File: config.mk
export PLATFORM = sky130hd
export DESIGN_NAME = i2c_mm_engine
export DESIGN_NICKNAME = d
export VERILOG_FILES = /design/src/rtl/i2c_mm_engine.sv
export SDC_FILE = /design/constraint.sdc
export NUM_CORES = 1
export LEC_CHECK = 0
export ABC_CLOCK_PERIOD_IN_PS = 2600
export BUFFER_PORTS_ARGS = -buffer_cell sky130_fd_sc_hd__buf_2
export CAP_MARGIN = 10
export CORE_UTILIZATION = 56
export CTS_CLUSTER_DIAMETER = 150
export DETAILED_ROUTE_END_ITERATION = 10
export GPL_ROUTABILITY_DRIVEN = 0
export GPL_TIMING_DRIVEN = 0
export PLACE_DENSITY = 0.79
export SLEW_MARGIN = 40
export SYNTH_ARGS = -nofsm -noshare
export SYNTH_HDL_FRONTEND = slang
export SYNTH_SLANG_ARGS = --single-unit
export TNS_END_PERCENT = 100
File: constraint.sdc
create_clock -name clk -period 2.6 [get_ports clk]
set_clock_uncertainty 0.15 [all_clocks]
set_input_delay 0.78 -clock clk [delete_from_list [all_inputs] [get_ports clk]]
set_output_delay 0.78 -clock clk [all_outputs]
set_load 0.02 [all_outputs]
File: src/rtl/i2c_mm_engine.sv
module i2c_mm_engine #(
  parameter int DW = 8
) (
  input  logic          clk,
  input  logic          rst_n,
  input  logic          tick,
  input  logic          cmd_valid,
  input  logic [2:0]    cmd_code,
  input  logic [DW-1:0] cmd_data,
  input  logic          cmd_nack,
  input  logic          al_clr,
  output logic          cmd_ready,
  output logic          done,
  output logic          busy,
  output logic          arb_lost,
  output logic          rx_nack,
  output logic [DW-1:0] rx_byte,
  input  logic          scl_i,
  input  logic          sda_i,
  output logic          scl_low_o,
  output logic          sda_low_o
);
  localparam int CW = $clog2(DW + 1);
  localparam logic [2:0] C_START = 3'd1, C_WRITE = 3'd2, C_READ = 3'd3,
                         C_STOP = 3'd4, C_RESTART = 3'd5;

  typedef enum logic [2:0] {S_IDLE, S_HOLD, S_STRT, S_XFER, S_STOP} st_t;

  st_t           st;
  logic [1:0]    ph;
  logic [CW-1:0] bc;
  logic          rd, nk, sda_d, scl_d;
  logic [DW-1:0] sh;

  wire bus_start = scl_i & scl_d & sda_d & ~sda_i;
  wire bus_stop  = scl_i & scl_d & ~sda_d & sda_i;
  wire last      = (bc == CW'(DW));
  wire drv_low   = rd ? (last & ~nk) : (~last & ~sh[DW-1]);
  wire hi_tick   = tick & (ph == 2'd2) & scl_i;
  wire lose_x    = (st == S_XFER) & hi_tick & ~rd & ~last & sh[DW-1] & ~sda_i;
  wire lose_s    = (st == S_STRT) & hi_tick & ~sda_i;
  wire lose      = lose_x | lose_s;

  assign cmd_ready = ((st == S_IDLE) & ~busy & ~arb_lost) | (st == S_HOLD);

  always_ff @(posedge clk) begin
    if (!rst_n) begin
      st <= S_IDLE; ph <= 2'd0; bc <= '0; rd <= 1'b0; nk <= 1'b0; sh <= '0;
      sda_low_o <= 1'b0; scl_low_o <= 1'b0; arb_lost <= 1'b0; busy <= 1'b0;
      done <= 1'b0; rx_nack <= 1'b0; rx_byte <= '0; sda_d <= 1'b1; scl_d <= 1'b1;
    end else begin
      done  <= 1'b0;
      sda_d <= sda_i;
      scl_d <= scl_i;
      if (bus_start)     busy <= 1'b1;
      else if (bus_stop) busy <= 1'b0;
      if (al_clr) arb_lost <= 1'b0;
      if (lose) begin
        st <= S_IDLE; ph <= 2'd0; sda_low_o <= 1'b0; scl_low_o <= 1'b0;
        arb_lost <= 1'b1; done <= 1'b1;
      end else begin
        case (st)
          S_IDLE:
            if (cmd_valid && cmd_code == C_START && !busy && !arb_lost) begin
              st <= S_STRT; ph <= 2'd0;
            end
          S_HOLD:
            if (cmd_valid) begin
              ph <= 2'd0; bc <= '0;
              case (cmd_code)
                C_WRITE:   begin st <= S_XFER; rd <= 1'b0; sh <= cmd_data; end
                C_READ:    begin st <= S_XFER; rd <= 1'b1; nk <= cmd_nack; end
                C_STOP:    st <= S_STOP;
                C_RESTART: st <= S_STRT;
                default:   ;
              endcase
            end
          S_STRT:
            if (tick) begin
              case (ph)
                2'd0: begin sda_low_o <= 1'b0; ph <= 2'd1; end
                2'd1: begin scl_low_o <= 1'b0; ph <= 2'd2; end
                2'd2: if (scl_i) begin sda_low_o <= 1'b1; ph <= 2'd3; end
                default: begin scl_low_o <= 1'b1; st <= S_HOLD; done <= 1'b1; ph <= 2'd0; end
              endcase
            end
          S_XFER:
            if (tick) begin
              case (ph)
                2'd0: begin sda_low_o <= drv_low; ph <= 2'd1; end
                2'd1: begin scl_low_o <= 1'b0; ph <= 2'd2; end
                2'd2:
                  if (scl_i) begin
                    ph <= 2'd3;
                    if (rd && !last)  sh <= {sh[DW-2:0], sda_i};
                    if (!rd && last)  rx_nack <= sda_i;
                  end
                default: begin
                  scl_low_o <= 1'b1; ph <= 2'd0;
                  if (!rd && !last) sh <= {sh[DW-2:0], 1'b0};
                  if (last) begin
                    st <= S_HOLD; done <= 1'b1; bc <= '0;
                    if (rd) rx_byte <= sh;
                  end else begin
                    bc <= bc + 1'b1;
                  end
                end
              endcase
            end
          S_STOP:
            if (tick) begin
              case (ph)
                2'd0: begin sda_low_o <= 1'b1; ph <= 2'd1; end
                2'd1: begin scl_low_o <= 1'b0; ph <= 2'd2; end
                2'd2: if (scl_i) ph <= 2'd3;
                default: begin sda_low_o <= 1'b0; st <= S_IDLE; done <= 1'b1; ph <= 2'd0; end
              endcase
            end
          default: st <= S_IDLE;
        endcase
      end
    end
  end

  a_r3_sda_moves_scl_low: assert property (@(posedge clk) disable iff (!rst_n)
    (st == S_XFER && $past(st) == S_XFER && sda_low_o != $past(sda_low_o)) |-> $past(scl_low_o));

  a_r2_start_edge_scl_high: assert property (@(posedge clk) disable iff (!rst_n)
    (st == S_STRT && $rose(sda_low_o)) |-> !scl_low_o);

  a_r5_idle_lines_free: assert property (@(posedge clk) disable iff (!rst_n)
    (st == S_IDLE) |-> (!sda_low_o && !scl_low_o));

  a_r7_loss_releases: assert property (@(posedge clk) disable iff (!rst_n)
    $rose(arb_lost) |-> (st == S_IDLE && !sda_low_o && !scl_low_o && done));

  a_r9_flag_sticky: assert property (@(posedge clk) disable iff (!rst_n)
    (arb_lost && !al_clr) |=> arb_lost);

  a_r10_no_start_when_held: assert property (@(posedge clk) disable iff (!rst_n)
    (st == S_IDLE && (busy || arb_lost)) |=> st == S_IDLE);

  a_r11_high_phase_waits: assert property (@(posedge clk) disable iff (!rst_n)
    ($past(st) == S_XFER && $past(ph) == 2'd2 && ph == 2'd3) |-> $past(scl_i));
endmodule

==> results of run 1 <==
[cell usage in the layout (no fill, tap or decap), types with 2 or more instances in the layout]
| cell | instances |
|---|---|
| nor2b_1 | 4 |
| nand4b_1 | 3 |
| buf_2 | 40 |
| a21boi_0 | 2 |
| o2111ai_1 | 3 |
| nor2_1 | 21 |
| clkbuf_1 | 4 |
| and2b_1 | 2 |
| nand3b_1 | 3 |
| clkbuf_8 | 5 |
| o21ai_0 | 8 |
| nand2b_1 | 13 |
| a21oi_1 | 13 |
| buf_4 | 4 |
| and3_1 | 3 |
| nand2_1 | 12 |
| ha_1 | 6 |
| mux2i_1 | 22 |
| inv_1 | 7 |
| or2_2 | 3 |
| or3_1 | 3 |
| o21a_1 | 2 |
| o311ai_0 | 2 |
| buf_6 | 2 |
| dfxtp_1 | 35 |
| nand3_1 | 6 |
| nor3b_1 | 2 |
| o211ai_1 | 14 |
| nor3_1 | 2 |
[per-layer routing]
| layer | vias up | GRT usage, % |
|---|---|---|
| met5 | - | 0 |
| li1 | 959 | - |
| met1 | 902 | 37.3 |
| met4 | 0 | 12.2 |
| met3 | 12 | 5.54 |
| met2 | 67 | 41.5 |
[kinds of logic (layout without fill, tap and decap cells)]
kind of cell	Yosys count	count (layout)	synth area share (%)
mux	23	23	10.7
buf+inv	24	65	5.98
flops	35	35	32.5
simple gates	92	92	26.6
compound gates	59	59	20.3
xor+xnor	1	1	0.406
fa+ha+maj	6	6	3.48
[flip-flops by register name (all words and copies together), names as in the netlist]
register   cells
scl_d          1
rx_nack        1
done           1
rd             1
nk             1
sda_d          1
sh             8
st             3
scl_low_o      1
bc             4
rx_byte        8
busy           1
ph             2
arb_lost       1
sda_low_o      1
[cell type report]
cell class | count | share of cell area [%]
clock inverter | 2 | 0.507
sequential | 35 | 28.4
timing repair buffer | 33 | 6.70
buffer | 16 | 4.01
multi-input combinational | 181 | 53.8
tap | 48 | 2.44
inverter | 8 | 1.22
clock buffer | 6 | 2.94
[critical path, cell delays in order, from the launching register on]
cell and delay, ns:
dfxtp_1 0.34, buf_6 0.14, buf_2 0.18, nor2_1 0.27, o21a_1 0.17, buf_2 0.15
[synthesized netlist by cell type, types with 2 or more instances]
library cell  instances
nor3_1                2
clkbuf_1              3
ha_1                  6
nor2b_1               4
o21ai_0               8
mux2i_1              22
o211ai_1             14
dfxtp_1              35
or3_1                 3
nand2b_1             13
o21a_1                2
nand4b_1              3
and2b_1               2
o2111ai_1             3
or2_2                 3
nand2_1              12
buf_2                 7
buf_6                 2
buf_4                 4
nand3_1               6
o311ai_0              2
nand3b_1              3
a21boi_0              2
and3_1                3
a21oi_1              13
inv_1                 7
nor2_1               21
nor3b_1               2
[power by group through the flow]
| stage | clock network [uW] | logic (uW) | registers, uW |
|---|---|---|---|
| floorplan | 0 | 195 | 566 |
| global placement | 0 | 263 | 566 |
| detailed placement | 0 | 266 | 566 |
| CTS | 400 | 267 | 554 |
| global route | 419 | 291 | 555 |
| finish | 393 | 270 | 554 |
[worst max path at each step]
stage | endpoint | slack (ns) | cells after the start
6_report | cmd_ready | 0.12 | 5
5_1_grt | cmd_ready | 0.09 | 5
4_1_cts | cmd_ready | 0.14 | 5
3_5_place_dp | sda_low_o$_SDFFE_PP0P_ | 0.19 | 5
3_3_place_gp | sda_low_o$_SDFFE_PP0P_ | 0.19 | 5
2_1_floorplan | sda_low_o$_SDFFE_PP0P_ | 0.61 | 5
[metrics by stage]
step                cell area [um^2]  hold WS (ns)
CTS                             2470         0.340
detailed placement              2380         0.322
floorplan                       2160         0.300
global placement                2380         0.315
finish                          2470         0.333
global route                    2470         0.356
==> results.cfg, run 1 <==
[status]
status = completed

[synth]
synth_edf_count = 0
ys_seq_area_share_pct = 32.5
yosys.cell_types.count = 61
synth_top_cell_area_share_pct = 32.5
synthArstFlopShare_pct = 0
postSynthNetCount = 265
synthCells = 240
synthTopCellsByArea = dfxtp_1 33%, mux2i_1 10%, o211ai_1 4.9%, nand2b_1 3.8%, nor2_1 3.7%
synth_seq_cells = 35
yosysWarnings = 0
synth.avg_cell_area_um2 = 8.98
syn-cell-area_mm2 = 0.00216
synth_ff_type = dfxtp_1
synth_largest_area_cell = dfxtp_1

[pwr]
seq_power_share_pct = 45.5
finalPower_uw = 1220
pwr-share-clk_pct = 32.3
power_frac_comb_pct = 22.2
p_per_area_mw_per_mm2 = 493
power_switching_uw = 376
netSwitchingFraction_pct = 30.9
peakVddDrop_mv = 0.312
internal_power_uw = 841
leakage_uw = 0.00107

[layout]
final_cells = 329
fin_util_pct = 66.9
nNetsFinal = 305
diodes = 0
seq_area_um2 = 701
fillerInstances = 330
multi_input_area_mm2 = 0.00133
drive_gt1_share_pct = 23.8
synthToLayoutAreaGrowth_pct = 14.4

[clock_tree]
cts-resized-gates = 0
insertion_delay_ns = 0.30
path_clk_slew_ns = 0.07
numClockSinks = 35
h-tree-depth = 2
cts_tree = built
cts_hold_buf = 0
cts_root_buffer = clkbuf_8
clock_path_buffers = 2
numCtsBuffers = 5
post-cts-setup-buffers = 0

[floorplanning]
dieArea_mm2 = 0.00410
fp.dieW_um = 64.0
placementRows = 22
pin_count = 34
start_util_pct = 58.4
dieHeight_um = 64.0
core-area_mm2 = 0.00369

[critical_path]
r2r-start = ph[0]$_SDFFE_PP0P_
reg2regPathDepth = 7
cp-start-kind = flip-flop
worst-path-max-fanout = 10
required_ns = 1.67
endpoint_kind = output port
cp_data_arrival_time_ns = 1.55
cp-startpoint = st[1]$_SDFFE_PP0P_
reg2reg_to = sda_low_o$_SDFFE_PP0P_
rrSetupSlack_ns = 0.40
path_class = reg -> out

[detailed_routing]
top_layer = met4
vias_per_cell = 5.90
wl_met3_um = 350
drt-wirelength-per-cell_um = 15.7
first_pass_iters = 4
wl_met2_mm = 2.26
drcViolationCount = 0
initialDrtViolationCount = 128
ant_nets = 0
wl_met1_mm = 2.41
vias = 1940
totalWireLength_mm = 5.15

[timing]
setup_slack_ns = 0.120
max_slew_margin_pct = 55.1
fin_crit_ns = 2.48
setup_viol = 0
rsz0062_at_grt = no
max_freq_mhz = 403
worstMarginPinSlew_ns = 0.666
timing.setup.tns_ns = 0
finalMaxSlewViolations = 0
min_period_over_period_pct = 95.4
finalHoldViolCount = 0

[flow_run]
cap_violations = 0

[worst_hold_path]
min_to = scl_low_o$_SDFFE_PP0P_
holdPathStages = 2
min_from = scl_low_o$_SDFFE_PP0P_
hp-class = reg -> reg

[grt]
grt_pass1_vias = 1804
antenna_found_initial = 0
grt_usage_pct = 27.4
grt_max_degree = 12
grt-ovfl-total = 0
grt_pass1_wl_mm = 8.52

[placement]
dpl.hpwl_mm = 3.66
dpl_worst_slack_ns = 0.194
portBuffers = 33
placedCellCount = 321
Note: power is estimated with default switching activity, not from simulation.
==> run 2, diff against run 1 <==
--- a/config.mk
+++ b/config.mk
@@ -5,7 +5,7 @@
 export SDC_FILE = /design/constraint.sdc
 export NUM_CORES = 1
 export LEC_CHECK = 0
-export ABC_CLOCK_PERIOD_IN_PS = 2600
+export ABC_CLOCK_PERIOD_IN_PS = 2300
 export BUFFER_PORTS_ARGS = -buffer_cell sky130_fd_sc_hd__buf_2
 export CAP_MARGIN = 10
 export CORE_UTILIZATION = 56
==> constraint.sdc (replaced) <==
create_clock -name clk -period 2.3 [get_ports clk]
set_clock_uncertainty 0.15 [all_clocks]
set_input_delay 0.69 -clock clk [delete_from_list [all_inputs] [get_ports clk]]
set_output_delay 0.69 -clock clk [all_outputs]
set_load 0.02 [all_outputs]
==> results.cfg, run 2 (synthesis results as in run 1) <==
[detailed_routing]
top_layer = met4
drcViolationCount = 0
totalWireLength_mm = 5.14
initialDrtViolationCount = 107
wl_met3_um = 253
wl_met1_mm = 2.53
drt-wirelength-per-cell_um = 15.6
wl_met2_mm = 2.27
ant_nets = 0
vias = 1953
first_pass_iters = 4
vias_per_cell = 5.94

[timing]
worstMarginPinSlew_ns = 0.674
max_slew_margin_pct = 54.6
finalMaxSlewViolations = 0
rsz0062_at_grt = no
setup_slack_ns = 0.0435
setup_viol = 0
max_freq_mhz = 443
holdWs_ns = 0.335
fin_crit_ns = 2.26
min_period_over_period_pct = 98.1
finalHoldViolCount = 0
timing.setup.tns_ns = 0

[layout]
mostFrequentLayoutCells = 40 x buf_2, 35 x dfxtp_1, 22 x mux2i_1
final_cells = 329
reg_top3 = rx_byte x8, sh x8, bc x4
drive_gt1_share_pct = 24.2
nNetsFinal = 305
final_cell_area_mm2 = 0.00247
multi_input_area_mm2 = 0.00133
fillerInstances = 329
final_common_cell = buf_2
synthToLayoutAreaGrowth_pct = 14.7
seq_area_um2 = 701
diodes = 0

[floorplanning]
pin_count = 34
dieArea_mm2 = 0.00410
core-area_mm2 = 0.00369
fp.dieW_um = 64.0
placementRows = 22
start_util_pct = 58.4
dieHeight_um = 64.0

[clock_tree]
numCtsBuffers = 5
cts_root_buffer = clkbuf_8
post-cts-setup-buffers = 0
clock_path_buffers = 2
path_clk_slew_ns = 0.07
insertion_delay_ns = 0.29
h-tree-depth = 2
numClockSinks = 35
cts_tree = built
cts_hold_buf = 0

[worst_hold_path]
holdPathStages = 2
hp-class = reg -> reg
min_from = scl_low_o$_SDFFE_PP0P_
min_to = scl_low_o$_SDFFE_PP0P_

[grt]
grt-ovfl-total = 0
grt_max_degree = 12
grt_pass1_wl_mm = 8.52
grt_pass1_vias = 1804
antenna_found_initial = 0
grt_usage_pct = 27.4

[critical_path]
cp-start-kind = flip-flop
r2r-start = ph[0]$_SDFFE_PP0P_
required_ns = 1.46
rrSetupSlack_ns = 0.09
reg2regPathDepth = 7
worst-path-max-fanout = 10
reg2reg_to = sda_low_o$_SDFFE_PP0P_
path_class = reg -> out
endpoint_kind = output port
cp_data_arrival_time_ns = 1.42

[placement]
placed_area_mm2 = 0.00238
portBuffers = 33
dpl_worst_slack_ns = -0.0164
placedCellCount = 321
dpl.hpwl_mm = 3.66

[pwr]
p_per_area_mw_per_mm2 = 559
leakage_uw = 0.00107
peakVddDrop_mv = 0.358

[status]
status = completed

[flow_run]
cap_violations = 0
==> run 2: critical path: stages, from the launching register on <==
cell     delay [ns]
dfxtp_1        0.34
buf_6          0.15
buf_2          0.19
nor2_4         0.16
o21a_1         0.13
buf_2          0.15
==> run 2: cell type report <==
class / count / share of cell area [%]
buffer: 16 / 4.00
clock buffer: 6 / 2.93
clock inverter: 2 / 0.506
inverter: 8 / 1.21
multi-input combinational: 181 / 53.9
sequential: 35 / 28.3
tap: 48 / 2.43
timing repair buffer: 33 / 6.68
==> run 2: what timing repair did <==
action | 4_1_cts | 5_1_grt
resized for setup | 1 | 1
cloned | 0 | 0
endpoints found under the setup margin | 1 | 1
==> run 2: how the worst max path moves through the flow <==
stage | start | endpoint | slack, ns | cells past startpoint
2_1_floorplan | sda_i | sda_low_o$_SDFFE_PP0P_ | 0.40 | 5
3_3_place_gp | sda_i | sda_low_o$_SDFFE_PP0P_ | -0.02 | 5
3_5_place_dp | sda_i | sda_low_o$_SDFFE_PP0P_ | -0.02 | 5
4_1_cts | st[1]$_SDFFE_PP0P_ | cmd_ready | 0.002 | 5
5_1_grt | st[1]$_SDFFE_PP0P_ | cmd_ready | 0.004 | 5
6_report | st[1]$_SDFFE_PP0P_ | cmd_ready | 0.04 | 5
==> run 2: routing by layer <==
metal | GRT usage [%] | vias up
met1 | 37.3 | 937
met5 | 0 | -
met4 | 12.2 | 0
met3 | 5.54 | 8
met2 | 41.5 | 49
li1 | - | 959
==> run 2: metrics by stage <==
| stage | utilization, % | power (uW) |
|---|---|---|
| floorplan | - | 860 |
| finish | 67.1 | 1380 |
| CTS | 66.9 | 1380 |
| detailed placement | 64.6 | 941 |
| global placement | 64.6 | 937 |
| global route | 67.1 | 1440 |
==> run 2: power breakdown <==
group | internal [uW] | switching [uW]
registers | 617 | 9.58
clock network | 212 | 234
logic | 127 | 185
